## src/rtl/baud_tick_pkg.sv

```systemverilog
package baud_tick_pkg;
  parameter int unsigned DEF_DIV_W = 13;
  parameter int unsigned DEF_OVS   = 16;

  typedef struct packed {
    logic reload;
    logic run;
  } div_ctl_t;
endpackage

```

## src/rtl/baud_div_watch.sv

```systemverilog
module baud_div_watch
  import baud_tick_pkg::*;
#(
  parameter int unsigned DIV_W = DEF_DIV_W
) (
  input  logic             clk,
  input  logic             rst_n,
  input  logic [DIV_W-1:0] div_in,
  output logic [DIV_W-1:0] div_q,
  output div_ctl_t         ctl
);
  logic [DIV_W-1:0] div_d;
  logic             differs;

  always_comb begin
    differs    = (div_in != div_q);
    div_d      = div_q;
    if (differs) div_d = div_in;
    ctl.reload = differs;
    ctl.run    = (div_q != '0) && !differs;
  end

  always_ff @(posedge clk or negedge rst_n) begin
    if (!rst_n) div_q <= '0;
    else        div_q <= div_d;
  end
endmodule

```

## src/rtl/baud_mod_counter.sv

```systemverilog
module baud_mod_counter
  import baud_tick_pkg::*;
#(
  parameter int unsigned DIV_W = DEF_DIV_W
) (
  input  logic             clk,
  input  logic             rst_n,
  input  logic [DIV_W-1:0] div_q,
  input  div_ctl_t         ctl,
  output logic             samp_evt,
  output logic             samp_tick
);
  localparam logic [DIV_W-1:0] ONE = {{(DIV_W-1){1'b0}}, 1'b1};

  logic [DIV_W-1:0] cnt_q, cnt_d;
  logic             at_last;

  always_comb begin
    at_last  = (cnt_q == (div_q - ONE));
    samp_evt = ctl.run && at_last;
    cnt_d    = cnt_q;
    if (ctl.reload)   cnt_d = '0;
    else if (ctl.run) cnt_d = at_last ? '0 : cnt_q + ONE;
  end

  always_ff @(posedge clk or negedge rst_n) begin
    if (!rst_n) begin
      cnt_q     <= '0;
      samp_tick <= 1'b0;
    end else begin
      cnt_q     <= cnt_d;
      samp_tick <= samp_evt;
    end
  end
endmodule

```

## src/rtl/baud_prescale.sv

```systemverilog
module baud_prescale
  import baud_tick_pkg::*;
#(
  parameter int unsigned OVS = DEF_OVS
) (
  input  logic     clk,
  input  logic     rst_n,
  input  div_ctl_t ctl,
  input  logic     samp_evt,
  output logic     bit_tick
);
  generate
    if (OVS <= 1) begin : g_pass
      logic unused_reload;
      assign unused_reload = ctl.reload ^ ctl.run;
      always_ff @(posedge clk or negedge rst_n) begin
        if (!rst_n) bit_tick <= 1'b0;
        else        bit_tick <= samp_evt;
      end
    end else begin : g_div
      localparam int unsigned PRE_W = $clog2(OVS);
      localparam logic [PRE_W-1:0] PRE_LAST = PRE_W'(OVS - 1);
      localparam logic [PRE_W-1:0] PRE_ONE  = PRE_W'(1);

      logic [PRE_W-1:0] pre_q, pre_d;
      logic             bit_d;
      logic             unused_run;
      assign unused_run = ctl.run;

      always_comb begin
        pre_d = pre_q;
        bit_d = 1'b0;
        if (ctl.reload) begin
          pre_d = '0;
        end else if (samp_evt) begin
          bit_d = (pre_q == PRE_LAST);
          pre_d = bit_d ? '0 : pre_q + PRE_ONE;
        end
      end

      always_ff @(posedge clk or negedge rst_n) begin
        if (!rst_n) begin
          pre_q    <= '0;
          bit_tick <= 1'b0;
        end else begin
          pre_q    <= pre_d;
          bit_tick <= bit_d;
        end
      end
    end
  endgenerate
endmodule

```

## src/rtl/baud_tick_gen.sv

```systemverilog
module baud_tick_gen
  import baud_tick_pkg::*;
#(
  parameter int unsigned DIV_W = DEF_DIV_W,
  parameter int unsigned OVS   = DEF_OVS
) (
  input  logic             clk,
  input  logic             rst_n,
  input  logic [DIV_W-1:0] divisor,
  output logic             samp_tick,
  output logic             bit_tick
);
  logic [DIV_W-1:0] div_q;
  div_ctl_t         ctl;
  logic             samp_evt;

  baud_div_watch #(.DIV_W(DIV_W)) u_watch (
    .clk(clk), .rst_n(rst_n), .div_in(divisor), .div_q(div_q), .ctl(ctl)
  );

  baud_mod_counter #(.DIV_W(DIV_W)) u_mod (
    .clk(clk), .rst_n(rst_n), .div_q(div_q), .ctl(ctl),
    .samp_evt(samp_evt), .samp_tick(samp_tick)
  );

  baud_prescale #(.OVS(OVS)) u_pre (
    .clk(clk), .rst_n(rst_n), .ctl(ctl), .samp_evt(samp_evt), .bit_tick(bit_tick)
  );
endmodule

```

## config.mk

```make
export PLATFORM = sky130hd
export DESIGN_NAME = baud_tick_gen
export DESIGN_NICKNAME = d
export VERILOG_FILES = /design/src/rtl/baud_tick_pkg.sv /design/src/rtl/baud_div_watch.sv /design/src/rtl/baud_mod_counter.sv /design/src/rtl/baud_prescale.sv /design/src/rtl/baud_tick_gen.sv
export SDC_FILE = /design/constraint.sdc
export NUM_CORES = 1
export LEC_CHECK = 0
export BUFFER_PORTS_ARGS = -buffer_cell sky130_fd_sc_hd__buf_2
export CORE_ASPECT_RATIO = 0.6
export CORE_MARGIN = 2
export CORE_UTILIZATION = 30
export CTS_CLUSTER_DIAMETER = 120
export CTS_CLUSTER_SIZE = 20
export DETAILED_ROUTE_END_ITERATION = 10
export REMOVE_ABC_BUFFERS = 1
export SETUP_SLACK_MARGIN = 0.5
export SYNTH_ARGS = -nofsm -noshare
export SYNTH_HDL_FRONTEND = slang
export SYNTH_SLANG_ARGS = --single-unit
```

## constraint.sdc

```tcl
create_clock -name clk -period 4.9 [get_ports clk]
set_clock_uncertainty 0.05 [all_clocks]
set_input_delay 0 -clock clk [delete_from_list [all_inputs] [get_ports clk]]
set_output_delay 0 -clock clk [all_outputs]
set_load 0.02 [all_outputs]
```

==> metrics.csv, run 1 <==
metric;value;unit
gpl congestion;0.777;
Post-CTS Setup Inserts;0;
slew of the pin with the lowest slew margin;957;ps
Max-cap violations;0;
mux contribution to synthesized area;0.0143;
CTS Buf Count;5;
post-synthesis cell type count;45;
final setup vio count;0;
Slew headroom;0.360;
Worst-path clk slew;60;ps
Layout Area Growth over Synthesis;20.2;%
synthesized-area fraction occupied by adder cells;0.0179;
CP startpoint kind;register;
global-route wire length before repair;8120;µm
largest family of logic cells by synthesized area;simple AND/OR/NAND/NOR gates;
post-placement cell count;310;
DRC Markers;0;
Post-CTS Hold Buffers;14;
complex-gate fraction of the synthesized area;0.165;
Routed WL;4790;µm
Root Buffer;clkbuf_16;
Reg2Reg Depth;9;
GRT Total Usage;0.140;
Main synth FF type;dfrtp_1;
Port Buffers;16;
crit path DAT;3440;ps
Peak supply drop;0.000163;V
Crit. Startpoint;u_watch.div_q[0]$_DFFE_PN0N_;
Placeable Area;6730;µm²
die area;7710;µm²
Iter 0 DRT Violations;123;
fin. max-slew vios;0;
area leader, netlist;dfrtp_1;
Simple-Gate Fraction of Synth Area;0.262;
Syn Std Cell Area;2100;µm²
initial antenna violation count;0;
Avg Cell Area, Syn;9.34;µm²
register area share after synthesis;0.381;
Initial DRT Pass Iterations;5;
critical path class;register to register;
R2R Setup Slk;1580;ps
IO Count;17;
layout net count;262;
Critical Path RT;5020;ps
final antenna-violating net count;0;
Pwr Density;285;nW/µm²
outcome;finished clean;
Hold WC Path Type;input pin to asynchronous set/reset pin;
Crit Path Max Fanout;18;
routed wire length per instance;14.4;µm
largest net degree at the start of global routing;33;
CTS tree;yes;
htree depth;2;
number of clock sinks;32;
Finished Layout Cells;332;
vias post-DR;1686;
most frequent cells after synthesis;dfrtp_1, clkbuf_1, nand2_1, xnor2_1, nor2_1;
top post-synthesis cells by area;dfrtp_1, xnor2_1, xor2_1;
estimated wirelength of the detail-placed design;3500;µm
setup_tns;0;ps
CTS max path bufs;2;
fmax;0.301;GHz
Post-synth ARST share;1.00;
WHS;276;ps
post-layout min period;3320;ps
EDFF count, synth;0;
Worst R2R End;u_mod.cnt_q[6]$_DFFE_PN0P_;
clk_lat worst skew;290;ps
std cell rows;23;
vias in the first global route;1584;
top cell type's share of synthesized area;0.381;
share of layout cells above drive strength 1;0.151;
most common cell in the netlist;dfrtp_1;
CTS resizes;0;
Ant. Diodes;0;
Congestion Overflow GR;0;
starting density of the core;0.312;
chip height;68.8;µm
Post-Synth XOR/XNOR Area;0.104;
vias per inst;5.08;
critical path capture point type;register;
fin crit share;0.678;
Die X;112;µm
FF+latch count, synth;32;
Final Hold Viols;0;
Crit Reg-Reg Startpoint;u_watch.div_q[0]$_DFFE_PN0N_;
Cells after Synth;225;
YS warnings;0;
worst setup path end;u_mod.cnt_q[6]$_DFFE_PN0P_;
unrepaired setup endpoints after global routing;false;
Leakage;0.00106;µW
==> worst max-delay path: stages (launching register included) <==
cell and delay, ps:
dfrtp_1 430, inv_1 90, ha_1 200, nor3b_1 490, and3_1 240, nor4b_2 240
nor3_1 150, o41ai_4 860, nor3_1 140, a211o_1 300
==> sequential cells by signal, indices dropped and copies added, names as in the netlist <==
| register | count |
|---|---|
| u_mod.samp_tick | 1 |
| u_pre.bit_tick | 1 |
| u_pre.g_div.pre_q | 4 |
| u_mod.cnt_q | 13 |
| u_watch.div_q | 13 |
==> report_power, final <==
part           total [µW]  switching, µW  internal, µW
logic                53.8           27.2          26.6
registers             280           10.5           270
clock network         385            118           267
total                 720            155           564
==> final cells by class <==
cell class | instances | area [µm²]
timing repair buffer | 31 | 228
fill | 685 | 4210
tap | 87 | 109
multi-input combinational | 168 | 1180
sequential | 32 | 801
inverter | 6 | 22.5
clock inverter | 1 | 30.0
clock buffer | 7 | 153
==> worst min path at each step <==
stage | cells after the start | to
floorplan | 0 | u_mod.cnt_q[0]$_DFFE_PN0P_
global placement | 1 | u_pre.bit_tick$_DFF_PN0_
detailed placement | 1 | u_pre.bit_tick$_DFF_PN0_
CTS | 2 | u_pre.g_div.pre_q[0]$_DFFE_PN0P_
global route | 2 | u_watch.div_q[8]$_DFFE_PN0N_
finish | 2 | u_pre.g_div.pre_q[0]$_DFFE_PN0P_
==> cell families after synthesis <==
logic type | Yosys count
xor gates and xnor gates | 25
and+or+nand+nor | 91
DFF | 32
AOI/OAI and AO/OA | 46
adders and majority gates | 3
buffers and inverters | 25
muxes | 3
==> routing by layer <==
layer / global-route usage / vias up / part of all wire
li1: - / 849 / -
met3: 0.0446 / 5 / 0.045
met1: 0.207 / 800 / 0.57
met2: 0.189 / 32 / 0.37
met5: 0 / - / 0
met4: 0.0457 / 0 / 0.011
==> layout by cell type (no fill, tap or decap), drive strengths merged, types with 3 or more instances in the layout <==
cell         count
nor2b            3
nor4             9
and4             3
dlygate4sd3     14
or3              7
nand4            6
xnor2           14
a21oi            5
clkbuf           7
xor2            11
dfrtp           32
inv              6
nor4b            3
nand3            7
nand2           14
o21ai            7
nor3             9
a211o            5
a21o             8
a211oi           7
nor2            13
mux2i            3
buf             17
ha               3
a31oi            3
nand2b           6
o31ai            5
==> stage by stage <==
step / util / total power (µW) / cell area, µm² / worst slack, ps
after floorplan: - / 310 / 2010 / 1980
after global placement: 0.327 / 330 / 2200 / 1660
after detailed placement: 0.327 / 331 / 2200 / 1580
after CTS: 0.375 / 731 / 2530 / 1570
after global routing: 0.375 / 748 / 2530 / 1240
final: 0.375 / 720 / 2530 / 1580
Note: power is estimated with default switching activity, not from simulation.
==> run 2: changes to the inputs <==
clock period = 3.1 ns   (was 4.9 ns; I/O delays follow)
==> metrics.csv, run 2 (synthesized netlist as in run 1, its figures left out) <==
metric;value;unit;change
Die X;112;µm;unchanged
critical path class;register to register;;unchanged
post-layout min period;2610;ps;was 3320 ps
Placeable Area;6730;µm²;unchanged
WHS;267;ps;was 276 ps
Filler cells;633;;was 685
Hold WC Path Type;input pin to asynchronous set/reset pin;;unchanged
overall power;1110;µW;was 720 µW
Root Buffer;clkbuf_16;;unchanged
Port Buffers;16;;unchanged
initial antenna violation count;0;;unchanged
Critical Path RT;3220;ps;was 5020 ps
starting density of the core;0.312;;unchanged
IO Count;17;;unchanged
setup_tns;0;ps;unchanged
post-route cell area;2930;µm²;was 2530 µm²
Final Hold Viols;0;;unchanged
layout net count;287;;was 262
CTS tree;yes;;unchanged
Buf+Inv Stages, Crit Path;3;;was 1
die area;7710;µm²;unchanged
unrepaired setup endpoints after global routing;true;;was false
gpl congestion;0.795;;was 0.777
slowest CP cell;dfrtp_2;;was o41ai_4
fin crit share;0.843;;was 0.678
fin. max-slew vios;0;;unchanged
Routed WL;5270;µm;was 4790 µm
vias per inst;5.10;;was 5.08
CP startpoint kind;register;;unchanged
htree depth;2;;unchanged
Iter 0 DRT Violations;95;;was 123
crit path DAT;2730;ps;was 3440 ps
Leakage;0.00122;µW;was 0.00106 µW
Post-DP Area;2250;µm²;was 2200 µm²
vias post-DR;1822;;was 1,686
Peak supply drop;0.000284;V;was 0.000163 V
DRC Markers;0;;unchanged
Pwr Density;379;nW/µm²;was 285 nW/µm²
Crit Path Max Fanout;4;;was 18
std cell rows;23;;unchanged
global-route wire length before repair;8190;µm;was 8120 µm
GRT Total Usage;0.140;;about the same
number of clock sinks;32;;unchanged
worst-path cell chain;inv_2, ha_4, nor2b_4, or3_4, a31oi_4, nand4_4, o41ai_4, buf_4, clkbuf_16, nor4b_1, a211o_1;;was inv_1, ha_1, nor3b_1, and3_1, nor4b_2, nor3_1, o41ai_4, nor3_1, a211o_1
estimated wirelength of the detail-placed design;3430;µm;was 3500 µm
Largest delay share family, worst path;compound AO/OA/AOI/OAI gates;;was simple AND/OR/NAND/NOR gates
Slew headroom;0.499;;was 0.360
post-placement cell count;314;;was 310
Initial DRT Pass Iterations;4;;was 5
critical path capture point type;register;;unchanged
biggest cell delay along the critical path;410;ps;was 860 ps
final antenna-violating net count;0;;unchanged
Finished Layout Cells;357;;was 332
outcome;finished clean;;unchanged
commonest non-fill, non-tap cells in the layout;dfrtp_1, buf_4, buf_2;;was dfrtp_1, buf_2, xnor2_1, nand2_1, dlygate4sd3_1
slew of the pin with the lowest slew margin;751;ps;was 957 ps
Ant. Diodes;0;;unchanged
CTS Buf Count;5;;unchanged
largest registers;u_mod.cnt_q x13, u_watch.div_q x13, u_pre.g_div.pre_q x4;;unchanged
vias in the first global route;1605;;was 1,584
routed wire length per instance;14.8;µm;was 14.4 µm
fmax;0.383;GHz;was 0.301 GHz
final setup vio count;0;;unchanged
Max-cap violations;0;;unchanged
Worst-path clk slew;60;ps;about the same
clk_lat worst skew;280;ps;was 290 ps
commonest non-fill, non-tap cell in the layout;dfrtp_1;;unchanged
Layout Area Growth over Synthesis;39.5;%;was 20.2%
largest net degree at the start of global routing;33;;unchanged
Congestion Overflow GR;0;;unchanged
CTS max path bufs;2;;unchanged
share of layout cells above drive strength 1;0.315;;was 0.151
chip height;68.8;µm;unchanged
[run 2: cell types whose count changed in the layout (fill, tap and decap cells not counted), moves of 3 or more]
cell / delta
buf_4: +20
dfrtp_1: -5
dfrtp_2: +5
o31ai_1: -3
[run 2: area by class of cell]
type	instances	area (µm²)	share of cell area
multi-input cells	168	1350	0.461
clock buffers	6	129	0.0439
repair buffers	56	478	0.163
inverters	6	22.5	0.00768
flip-flops and latches	32	807	0.275
well taps	87	109	0.0371
clock inverters	2	35.0	0.0119
[run 2: report_power, final]
part	internal [µW]	switching (µW)	total, µW	leakage, µW
combinational	56.0	54.5	110	0.000726
sequential	427	17.1	444	0.000412
clock	378	179	557	0.0000808
[run 2: final timing paths]
check	start	endpoint	slack (ps)	cells after the start
setup reg to reg	u_watch.div_q[0]$_DFFE_PN0N_	u_mod.cnt_q[2]$_DFFE_PN0P_	490	11
hold / removal	rst_n	u_pre.bit_tick$_DFF_PN0_	270	2
min in group clk	divisor[1]	u_watch.div_q[1]$_DFFE_PN0N_	330	2
hold reg to reg	u_pre.g_div.pre_q[1]$_DFFE_PN0P_	u_pre.g_div.pre_q[1]$_DFFE_PN0P_	500	2
max in group asynchronous	rst_n	u_watch.div_q[5]$_DFFE_PN0N_	2200	2
setup / recovery	u_watch.div_q[0]$_DFFE_PN0N_	u_mod.cnt_q[2]$_DFFE_PN0P_	490	11
[run 2: repair_timing]
action                                  CTS  global route
resized for setup                        22            16
hold buffers                             14             0
hold endpoints to repair                 45             0
buffers inserted                         12             7
endpoints found under the setup margin   17            17
pin swaps                                 4            16
cloned                                    1             1
[run 2: stage by stage]
step	setup slack, ps	util
6_report	487	0.436
5_1_grt	324	0.436
4_1_cts	492	0.412
3_5_place_dp	236	0.334
3_3_place_gp	240	0.334
2_1_floorplan	185	-
[run 2: worst register-to-register path: stages, from the launching register on]
cell       delay (ps)
dfrtp_2           410
inv_2              60
ha_4              160
nor2b_4           120
or3_4             340
a31oi_4           210
nand4_4           140
o41ai_4           350
buf_4             210
clkbuf_16         140
nor4b_1            40
a211o_1           270
[run 2: metal layers]
| metal | share of wire | up-vias | GRT usage |
|---|---|---|---|
| met5 | 0 | - | 0 |
| met4 | 0.013 | 0 | 0.0366 |
| met3 | 0.062 | 7 | 0.0393 |
| met2 | 0.41 | 42 | 0.192 |
| met1 | 0.52 | 868 | 0.212 |
| li1 | - | 905 | - |
==> run 3: changes to the inputs <==
clock period = 2.2 ns   (was 3.1 ns; I/O delays follow)
==> metrics.csv, run 3 (synthesized netlist as in run 1, its figures left out) <==
metric;value;unit;change
starting density of the core;0.312;;unchanged
number of clock sinks;32;;unchanged
slew of the pin with the lowest slew margin;777;ps;was 751 ps
Initial DRT Pass Iterations;4;;unchanged
layout net count;324;;was 287
Buf+Inv Stages, Crit Path;5;;was 3
post-placement cell count;356;;was 314
CTS max path bufs;2;;unchanged
Critical Path RT;2350;ps;was 3220 ps
Pwr Density;508;nW/µm²;was 379 nW/µm²
die area;7710;µm²;unchanged
Largest delay share family, worst path;simple AND/OR/NAND/NOR gates;;was compound AO/OA/AOI/OAI gates
Routed WL;6040;µm;was 5270 µm
biggest cell delay along the critical path;410;ps;about the same
outcome;finished, violations left;;was finished clean
Leakage;0.00142;µW;was 0.00122 µW
overall power;1660;µW;was 1110 µW
fin crit share;1.18;;was 0.843
Congestion Overflow GR;0;;unchanged
clk_lat worst skew;280;ps;about the same
vias in the first global route;1833;;was 1,605
GRT Total Usage;0.159;;was 0.140
Max-cap violations;0;;unchanged
initial antenna violation count;0;;unchanged
share of layout cells above drive strength 1;0.410;;was 0.315
post-layout worst setup margin;-400;ps;was 487 ps
Iter 0 DRT Violations;84;;was 95
Port Buffers;16;;unchanged
Crit Path Max Fanout;8;;was 4
WHS;281;ps;was 267 ps
largest registers;u_mod.cnt_q x13, u_watch.div_q x13, u_pre.g_div.pre_q x4;;unchanged
commonest non-fill, non-tap cell in the layout;buf_4;;was dfrtp_1
fmax;0.385;GHz;was 0.383 GHz
Root Buffer;clkbuf_16;;unchanged
Final Hold Viols;0;;unchanged
Hold WC Path Type;input pin to asynchronous set/reset pin;;unchanged
Finished Layout Cells;394;;was 357
IO Count;17;;unchanged
htree depth;2;;unchanged
worst-path cell chain;buf_6, or3_4, or3_4, a31o_4, nand4_4, o41ai_4, buf_4, buf_12, buf_4, buf_6, o31ai_4;;was inv_2, ha_4, nor2b_4, or3_4, a31oi_4, nand4_4, o41ai_4, buf_4, clkbuf_16, nor4b_1, a211o_1
Peak supply drop;0.000353;V;was 0.000284 V
Layout Area Growth over Synthesis;55.8;%;was 39.5%
CTS tree;yes;;unchanged
critical path class;register to register;;unchanged
final antenna-violating net count;0;;unchanged
final setup vio count;19;;was 0
CTS Buf Count;5;;unchanged
critical path capture point type;register;;unchanged
Placeable Area;6730;µm²;unchanged
chip height;68.8;µm;unchanged
global-route wire length before repair;9230;µm;was 8190 µm
Filler cells;623;;was 633
slowest CP cell;or3_4;;was dfrtp_2
estimated wirelength of the detail-placed design;3760;µm;was 3430 µm
fin. max-slew vios;0;;unchanged
Ant. Diodes;0;;unchanged
largest net degree at the start of global routing;33;;unchanged
vias per inst;5.03;;was 5.10
std cell rows;23;;unchanged
vias post-DR;1982;;was 1,822
post-layout min period;2600;ps;was 2610 ps
DRC Markers;0;;unchanged
setup_tns;-6130;ps;was 0 ps
Slew headroom;0.482;;was 0.499
unrepaired setup endpoints after global routing;true;;unchanged
routed wire length per instance;15.3;µm;was 14.8 µm
gpl congestion;0.824;;was 0.795
commonest non-fill, non-tap cells in the layout;buf_4, dfrtp_1, buf_2;;was dfrtp_1, buf_4, buf_2
crit path DAT;2750;ps;was 2730 ps
failing checks;setup timing;;
Worst-path clk slew;50;ps;was 60 ps
Die X;112;µm;unchanged
CP startpoint kind;register;;unchanged
[run 3: changes by cell type in the layout (fill, tap and decap cells not counted), sizes merged]
cell	delta
bufbuf	-1
buf	+38
clkbuf	+1
clkinv	-1
[run 3: path summary, 6_finish.rpt]
| kind | start | to | slack (ps) | cells past startpoint |
|---|---|---|---|---|
| setup / recovery | u_watch.div_q[1]$_DFFE_PN0N_ | u_mod.cnt_q[1]$_DFFE_PN0P_ | -400 | 11 |
| hold / removal | rst_n | u_mod.samp_tick$_DFF_PN0_ | 280 | 2 |
| setup reg to reg | u_watch.div_q[1]$_DFFE_PN0N_ | u_mod.cnt_q[1]$_DFFE_PN0P_ | -400 | 11 |
| hold reg to reg | u_pre.g_div.pre_q[1]$_DFFE_PN0P_ | u_pre.g_div.pre_q[1]$_DFFE_PN0P_ | 520 | 2 |
| max in group asynchronous | rst_n | u_watch.div_q[2]$_DFFE_PN0N_ | 1270 | 2 |
| min in group clk | divisor[3] | u_watch.div_q[3]$_DFFE_PN0N_ | 330 | 2 |
[run 3: power breakdown]
group / total, µW / internal (µW) / switching [µW]
combinational: 190 / 99.1 / 90.9
sequential: 617 / 602 / 15.2
clock: 856 / 596 / 260
total: 1660 / 1300 / 366
[run 3: cell type report]
class	instances	area [µm²]	area share
sequential	32	802	0.245
tap	87	109	0.0332
inverter	6	22.5	0.00688
timing repair buffer	93	768	0.235
multi-input combinational	168	1390	0.425
clock inverter	1	30.0	0.00917
clock buffer	7	153	0.0466
[run 3: metrics by stage]
step / utilization / instance area (µm²) / setup slack (ps)
after floorplan: - / 2010 / -715
after global placement: 0.381 / 2560 / -423
after detailed placement: 0.381 / 2560 / -465
after CTS: 0.456 / 3070 / -333
after global routing: 0.486 / 3280 / -514
final: 0.486 / 3280 / -400
[run 3: routing by layer]
layer	vias up	wire (µm)	global-route usage
met5	-	0	0
met2	41	2590	0.236
met3	9	274	0.0481
li1	979	-	-
met4	0	79	0.0412
met1	953	3100	0.226
[run 3: timing repair]
action	CTS	global route
pin swaps	10	19
setup buffers	6	7
setup endpoints to repair	19	19
endpoints found under the hold margin	45	0
resized for setup	26	26
hold buffers	14	0
cloned	2	1
